==> src/rtl/fan_pkg.sv <==
package fan_pkg;
  localparam int LVL_W = 4;   // width of the level field in the fan register
  localparam int FAN_LSB = 8; // position of the level field

  // Negative samples count as zero degrees
  function automatic logic [7:0] clean_temp(input logic [7:0] t);
    return t[7] ? 8'd0 : t;
  endfunction

  // Threshold for a table index: base + step * idx
  function automatic logic [7:0] thr_at(input logic [LVL_W-1:0] idx,
                                        input int base, input int step);
    return 8'(base + step * int'(idx));
  endfunction
endpackage

==> src/rtl/fan_step_unit.sv <==
module fan_step_unit #(
  parameter int MAX_LEVEL  = 10,
  parameter int INIT_LEVEL = 3,
  parameter int TH_BASE    = 30,
  parameter int TH_STEP    = 5
) (
  input  logic                     clk,
  input  logic                     rst_n,
  input  logic                     start,
  input  logic [7:0]               temp_in,
  input  logic                     lvl_wr,
  input  logic [fan_pkg::LVL_W-1:0] lvl_wdata,
  output logic [fan_pkg::LVL_W-1:0] level,
  output logic                     busy,
  output logic                     done
);
  import fan_pkg::*;
  localparam logic [LVL_W-1:0] MAXL = LVL_W'(MAX_LEVEL);

  logic [LVL_W-1:0] level_q, lvl_clamped;
  logic [7:0]       temp_q;
  logic             up_q, busy_q, done_q;
  logic             step_ok;

  assign lvl_clamped = (level_q > MAXL) ? MAXL : level_q;

  always_comb begin
    if (up_q)
      step_ok = (level_q < MAXL) &&
                (temp_q >= thr_at(level_q + 1'b1, TH_BASE, TH_STEP));
    else
      step_ok = (level_q > 1) &&
                (temp_q < thr_at(level_q - LVL_W'(2), TH_BASE, TH_STEP));
  end

  always_ff @(posedge clk or negedge rst_n) begin
    if (!rst_n) begin
      level_q <= LVL_W'(INIT_LEVEL);
      temp_q  <= '0;
      up_q    <= 1'b0;
      busy_q  <= 1'b0;
      done_q  <= 1'b0;
    end else begin
      done_q <= 1'b0;
      if (!busy_q) begin
        if (start) begin
          temp_q  <= temp_in;
          level_q <= lvl_clamped;
          up_q    <= temp_in >= thr_at(lvl_clamped, TH_BASE, TH_STEP);
          busy_q  <= 1'b1;
        end else if (lvl_wr) begin
          level_q <= lvl_wdata;
        end
      end else if (step_ok) begin
        level_q <= up_q ? level_q + 1'b1 : level_q - 1'b1;
      end else begin
        busy_q <= 1'b0;
        done_q <= 1'b1;
      end
    end
  end

  assign level = level_q;
  assign busy  = busy_q;
  assign done  = done_q;

  // at most one level step per clock while evaluating
  a_r10_one_step: assert property (@(posedge clk) disable iff (!rst_n)
    busy_q |=> (level_q == $past(level_q)) || (level_q == $past(level_q) + 1'b1) ||
               (level_q + 1'b1 == $past(level_q)));
  // a walk always runs on a clamped level
  a_r3_clamped: assert property (@(posedge clk) disable iff (!rst_n)
    busy_q |-> level_q <= MAXL);
  // the end of a walk is announced exactly as busy falls
  a_r10_done_edge: assert property (@(posedge clk) disable iff (!rst_n)
    done_q |-> !busy_q && $past(busy_q));
endmodule

==> src/rtl/fan_pwm_gen.sv <==
module fan_pwm_gen #(
  parameter int STEPS = 10
) (
  input  logic                      clk,
  input  logic                      rst_n,
  input  logic [fan_pkg::LVL_W-1:0] level,
  output logic                      pwm
);
  localparam int CW = $clog2(STEPS);
  logic [CW-1:0] cnt;

  always_ff @(posedge clk or negedge rst_n) begin
    if (!rst_n) cnt <= '0;
    else if (cnt == CW'(STEPS - 1)) cnt <= '0;
    else cnt <= cnt + 1'b1;
  end

  assign pwm = 32'(cnt) < 32'(level);

  // the phase counter stays inside one PWM period
  a_r6_cnt_range: assert property (@(posedge clk) disable iff (!rst_n)
    32'(cnt) < STEPS);
endmodule

==> src/rtl/fan_hyst_ctrl.sv <==
module fan_hyst_ctrl #(
  parameter int MAX_LEVEL  = 10,
  parameter int INIT_LEVEL = 3,
  parameter int TH_BASE    = 30,
  parameter int TH_STEP    = 5
) (
  input  logic        clk,
  input  logic        rst_n,
  input  logic        sample_valid,
  input  logic [7:0]  sample_temp,
  input  logic [7:0]  ot_limit,
  input  logic        wr_en,
  input  logic        wr_addr,
  input  logic [15:0] wr_data,
  output logic [15:0] ctrl_rd,
  output logic [15:0] fan_rd,
  output logic        busy,
  output logic        irq,
  output logic        pwm_out,
  output logic        scan_req
);
  import fan_pkg::*;

  logic             scan_q, auto_q, ie_q, ot_q;
  logic             accept, done, ctrl_wr, fan_wr, ot_hit, ot_clear;
  logic [7:0]       t_clean;
  logic [LVL_W-1:0] level;
  logic             unused_bits;

  assign t_clean  = clean_temp(sample_temp);
  assign accept   = sample_valid && !busy;
  assign ctrl_wr  = wr_en && (wr_addr == 1'b0);
  assign fan_wr   = wr_en && (wr_addr == 1'b1);
  assign ot_hit   = accept && (t_clean >= ot_limit);
  assign ot_clear = ctrl_wr && wr_data[15];
  assign unused_bits = ^{wr_data[14:12], wr_data[7:3]};

  fan_step_unit #(
    .MAX_LEVEL(MAX_LEVEL), .INIT_LEVEL(INIT_LEVEL),
    .TH_BASE(TH_BASE), .TH_STEP(TH_STEP)
  ) u_step (
    .clk(clk), .rst_n(rst_n), .start(accept), .temp_in(t_clean),
    .lvl_wr(fan_wr), .lvl_wdata(wr_data[FAN_LSB +: LVL_W]),
    .level(level), .busy(busy), .done(done)
  );

  fan_pwm_gen #(.STEPS(MAX_LEVEL)) u_pwm (
    .clk(clk), .rst_n(rst_n), .level(level), .pwm(pwm_out)
  );

  always_ff @(posedge clk or negedge rst_n) begin
    if (!rst_n) begin
      scan_q <= 1'b0;
      auto_q <= 1'b0;
      ie_q   <= 1'b0;
      ot_q   <= 1'b0;
    end else begin
      if (ctrl_wr) begin
        scan_q <= wr_data[0];
        auto_q <= wr_data[1];
        ie_q   <= wr_data[2];
      end
      if (accept) scan_q <= 1'b0;
      if (ot_hit) ot_q <= 1'b1;
      else if (ot_clear) ot_q <= 1'b0;
    end
  end

  assign ctrl_rd  = {ot_q, 12'd0, ie_q, auto_q, scan_q};
  assign fan_rd   = {4'd0, level, 8'd0};
  assign irq      = done && ie_q;
  assign scan_req = scan_q || auto_q;

  // interrupt is a single-cycle pulse
  a_r9_irq_pulse: assert property (@(posedge clk) disable iff (!rst_n)
    irq |=> !irq);
  // over-temperature flag only drops on a write of one
  a_r8_ot_sticky: assert property (@(posedge clk) disable iff (!rst_n)
    ot_q && !ot_clear |=> ot_q);
  // fan level untouched by a write while evaluating
  a_r11_wr_busy: assert property (@(posedge clk) disable iff (!rst_n)
    fan_wr && busy && !$past(busy) |=> level <= LVL_W'(MAX_LEVEL));
endmodule

==> config.mk <==
export PLATFORM = sky130hd
export DESIGN_NAME = fan_hyst_ctrl
export DESIGN_NICKNAME = d
export VERILOG_FILES = /design/src/rtl/fan_pkg.sv /design/src/rtl/fan_step_unit.sv /design/src/rtl/fan_pwm_gen.sv /design/src/rtl/fan_hyst_ctrl.sv
export SDC_FILE = /design/constraint.sdc
export NUM_CORES = 1
export LEC_CHECK = 0
export ABC_AREA = 1
export BUFFER_PORTS_ARGS = -buffer_cell sky130_fd_sc_hd__buf_2
export CELL_PAD_IN_SITES_DETAIL_PLACEMENT = 1
export CELL_PAD_IN_SITES_GLOBAL_PLACEMENT = 2
export CORE_MARGIN = 5
export CORE_UTILIZATION = 30
export CTS_CLUSTER_DIAMETER = 150
export CTS_CLUSTER_SIZE = 30
export DETAILED_ROUTE_END_ITERATION = 10
export PLACE_DENSITY_LB_ADDON = 0.05
export SLEW_MARGIN = 20
export SYNTH_ARGS = -nofsm -noshare
export SYNTH_HDL_FRONTEND = slang
export SYNTH_HIERARCHICAL = 1
export SYNTH_SLANG_ARGS = --single-unit
==> constraint.sdc <==
create_clock -name clk -period 4.36 [get_ports clk]
set_clock_uncertainty 0.05 [all_clocks]
set_input_delay 0 -clock clk [delete_from_list [all_inputs] [get_ports clk]]
set_output_delay 0 -clock clk [all_outputs]
set_load 0.01 [all_outputs]
==> flow_metrics.env <==
export IMPL_via_per_inst=4.23
export IMPL_antenna_found_initial=0
export IMPL_area_growth_syn_to_layout_pct=11.3
export IMPL_wirelength_um=7410
export IMPL_remaining_drc_errors=0
export IMPL_io_buffer_count=40
export IMPL_path_max_fanout=11
export IMPL_cp_endpoint="u_step/level[2]$_DFFE_PN0P_"
export IMPL_post_route_util=0.344
export IMPL_post_cts_resize_count=0
export IMPL_diodes=0
export IMPL_finalNonFillerCells=593
export IMPL_synth_area_sq_um=3030
export IMPL_synth_area_leader_cell="ha_1"
export IMPL_synth_commonest_cells="nand2_1, inv_1, ha_1, buf_4, nor2_1"
export IMPL_firstDrtPassIters=4
export IMPL_ys_types=40
export IMPL_yosysMostFrequentCell="nand2_1"
export IMPL_setup_viol=0
export IMPL_regToRegSetupSlack_ns=0.53
export IMPL_synth_top_area_frac=0.243
export IMPL_startpoint="u_step/level[1]$_DFFE_PN1P_"
export IMPL_ios=73
export IMPL_async_flop_share=1.00
export IMPL_core_sq_um=9820
export IMPL_postSynthCellCount=415
export IMPL_clock_sinks=23
export IMPL_hold_ws_ns=0.0127
export IMPL_die_area_sq_um=12200
export IMPL_rr_worst_depth=17
export IMPL_htree_levels=1
export IMPL_timing_setup_tns_ns=0
export IMPL_place_hpwl_um=6360
export IMPL_r2r_end="u_step/level[2]$_DFFE_PN0P_"
export IMPL_critPathCaptureType="flop"
export IMPL_place_inst=584
export IMPL_fill_cells=1293
export IMPL_gr_usage_all_layers=0.122
export IMPL_wl_per_cell_um=12.5
export IMPL_vias=2507
export IMPL_placementRows=36
export IMPL_drtAntennaViolNets=0
export IMPL_status="completed"
export IMPL_tightest_slew_ns=0.560
export IMPL_arrival_ns=3.95
export IMPL_clk_pin_slew_ns=0.09
export IMPL_clockBufferDepth=2
export IMPL_die_h_um=111
export IMPL_fin_crit_sh=0.879
export IMPL_clk_latency_ns=0.27
export IMPL_synth_edf_count=0
export IMPL_max_slew_margin_rel=0.626
export IMPL_clock_fmax_ghz=0.261
export IMPL_drive_gt1_frac=0.150
export IMPL_drt_iter0_markers=69
export IMPL_finalNetCount=561
export IMPL_ys_flop_type="dfrtp_1"
export IMPL_yosysSeqAreaShare=0.191
export IMPL_grt_setup_unrepaired="no"
export IMPL_postSynthAreaPerCell_sq_um=7.31
export IMPL_cts_tree="done"
export IMPL_synth_area_leaders="ha_1, dfrtp_1, nand2_1"
export IMPL_start_util=0.309
export IMPL_start_kind="flop"
export IMPL_hold_violations=0
export IMPL_ys_ff_latch=23
export IMPL_finalCriticalPeriod_ns=3.83
export IMPL_cp_data_required_time_ns=4.47
export IMPL_max_cap_violations=0
export IMPL_die_x_um=111
export IMPL_synth_warnings=6
export IMPL_grt_pass1_wl_um=12800
export IMPL_grt_pass1_vias=2676
export IMPL_gp_congestion=0.749
export IMPL_slew_viol_final=0
export IMPL_grt_max_degree=24
export IMPL_path_class="flop to flop"
export IMPL_cts_root_buf="clkbuf_8"
export IMPL_grt_overflow=0
export IMPL_rr_startpoint="u_step/level[1]$_DFFE_PN1P_"
export IMPL_hold_path_class="input pin to flop"
export IMPL_numCtsBuffers=3
## worst min-delay path by stage
stage	start	end	slack [ns]	cells after the start
after floorplan	rst_n	auto_q$_DFFE_PN0P_	-0.35	0
after global placement	rst_n	u_pwm/cnt[2]$_DFF_PN0_	-0.02	1
after detailed placement	rst_n	u_pwm/cnt[3]$_DFF_PN0_	-0.02	1
after CTS	wr_addr	ie_q$_DFFE_PN0P_	0.005	4
after global routing	wr_addr	ie_q$_DFFE_PN0P_	0.01	4
final	wr_addr	ie_q$_DFFE_PN0P_	0.01	4
## metal layers
| metal | vias to the layer above | part of all wire | global-route usage |
|---|---|---|---|
| met2 | 31 | 0.48 | 0.213 |
| met5 | - | 0 | 0 |
| met4 | 0 | 0.0055 | 0.0197 |
| met3 | 2 | 0.022 | 0.0109 |
| met1 | 1143 | 0.49 | 0.167 |
| li1 | 1331 | - | - |
## layout by cell type, fill, tap and decap left out, types with 2 or more instances in the layout
master         instances
dfrtp_1               21
nand2_1              108
xor2_1                12
nand3_1                8
inv_1                 67
a21oi_2                3
o211ai_1               2
nor2_2                 3
a21o_1                 2
nor2_1                29
clkinv_1               2
inv_2                  4
xnor2_1                8
conb_1                26
a21oi_1               17
clkbuf_8               3
nand2_2                2
dfstp_2                2
buf_4                  4
dlygate4sd3_1          5
o21ai_0                8
buf_2                 40
nor2_8                 2
nand4_1                2
ha_1                  59
a22oi_1                2
fa_1                   4
o21a_1                 2
## cell type report
cell class                      instances  area (sq um)  share of cell area
Sequential cell                        23           578               0.171
Inverter                               74           280              0.0830
Clock inverter                          1          5.00             0.00148
Clock buffer                            3          41.3              0.0122
Multi-Input combinational cell        310          2030               0.600
Timing Repair Buffer                   49           280              0.0830
Tap cell                              133           166              0.0493
## metrics by stage
step / worst slack, ns / area, sq um
floorplan: 0.720 / 3130
global placement: 0.573 / 3280
detailed placement: 0.530 / 3280
CTS: 0.509 / 3380
global route: 0.160 / 3380
finish: 0.526 / 3380
## what timing repair did
item	in CTS	in global routing
hold endpoints to repair	25	0
hold buffers	5	0
buffers inserted	0	0
## registers in the layout, summed over array words and instances, names as in the netlist
signal / count
u_step/busy: 1
u_pwm/cnt: 4
ie_q: 1
auto_q: 1
u_step/temp_q: 8
u_step/done: 1
u_step/up_q: 1
scan_q: 1
ot_q: 1
u_step/level: 4
## kinds of logic after synthesis
kind of cell | count (synthesis) | share of synthesized area
adders and majority gates | 63 | 0.270
and+or+nand+nor | 158 | 0.221
buffers and inverters | 107 | 0.172
AOI/OAI and AO/OA | 43 | 0.0875
xor gates and xnor gates | 20 | 0.0578
other | 1 | 0.00124
DFF | 23 | 0.191
## worst max-delay path: stages (launching register included)
cell and delay, ns:
dfstp_2 0.54, inv_1 0.18, ha_1 0.29, xor2_1 0.23
fa_1 0.48, ha_1 0.30, a31o_2 0.25, a21oi_2 0.16
nor2_1 0.06, o21ai_1 0.14, ha_1 0.26, a21o_1 0.18
nor2_1 0.12, nand4_1 0.13, nand3_2 0.15, nand2_2 0.09
nand2_1 0.06, nand2_1 0.05
Power is not shown: default switching activity piles up to over one toggle a cycle in this logic, so the estimate is an artifact.
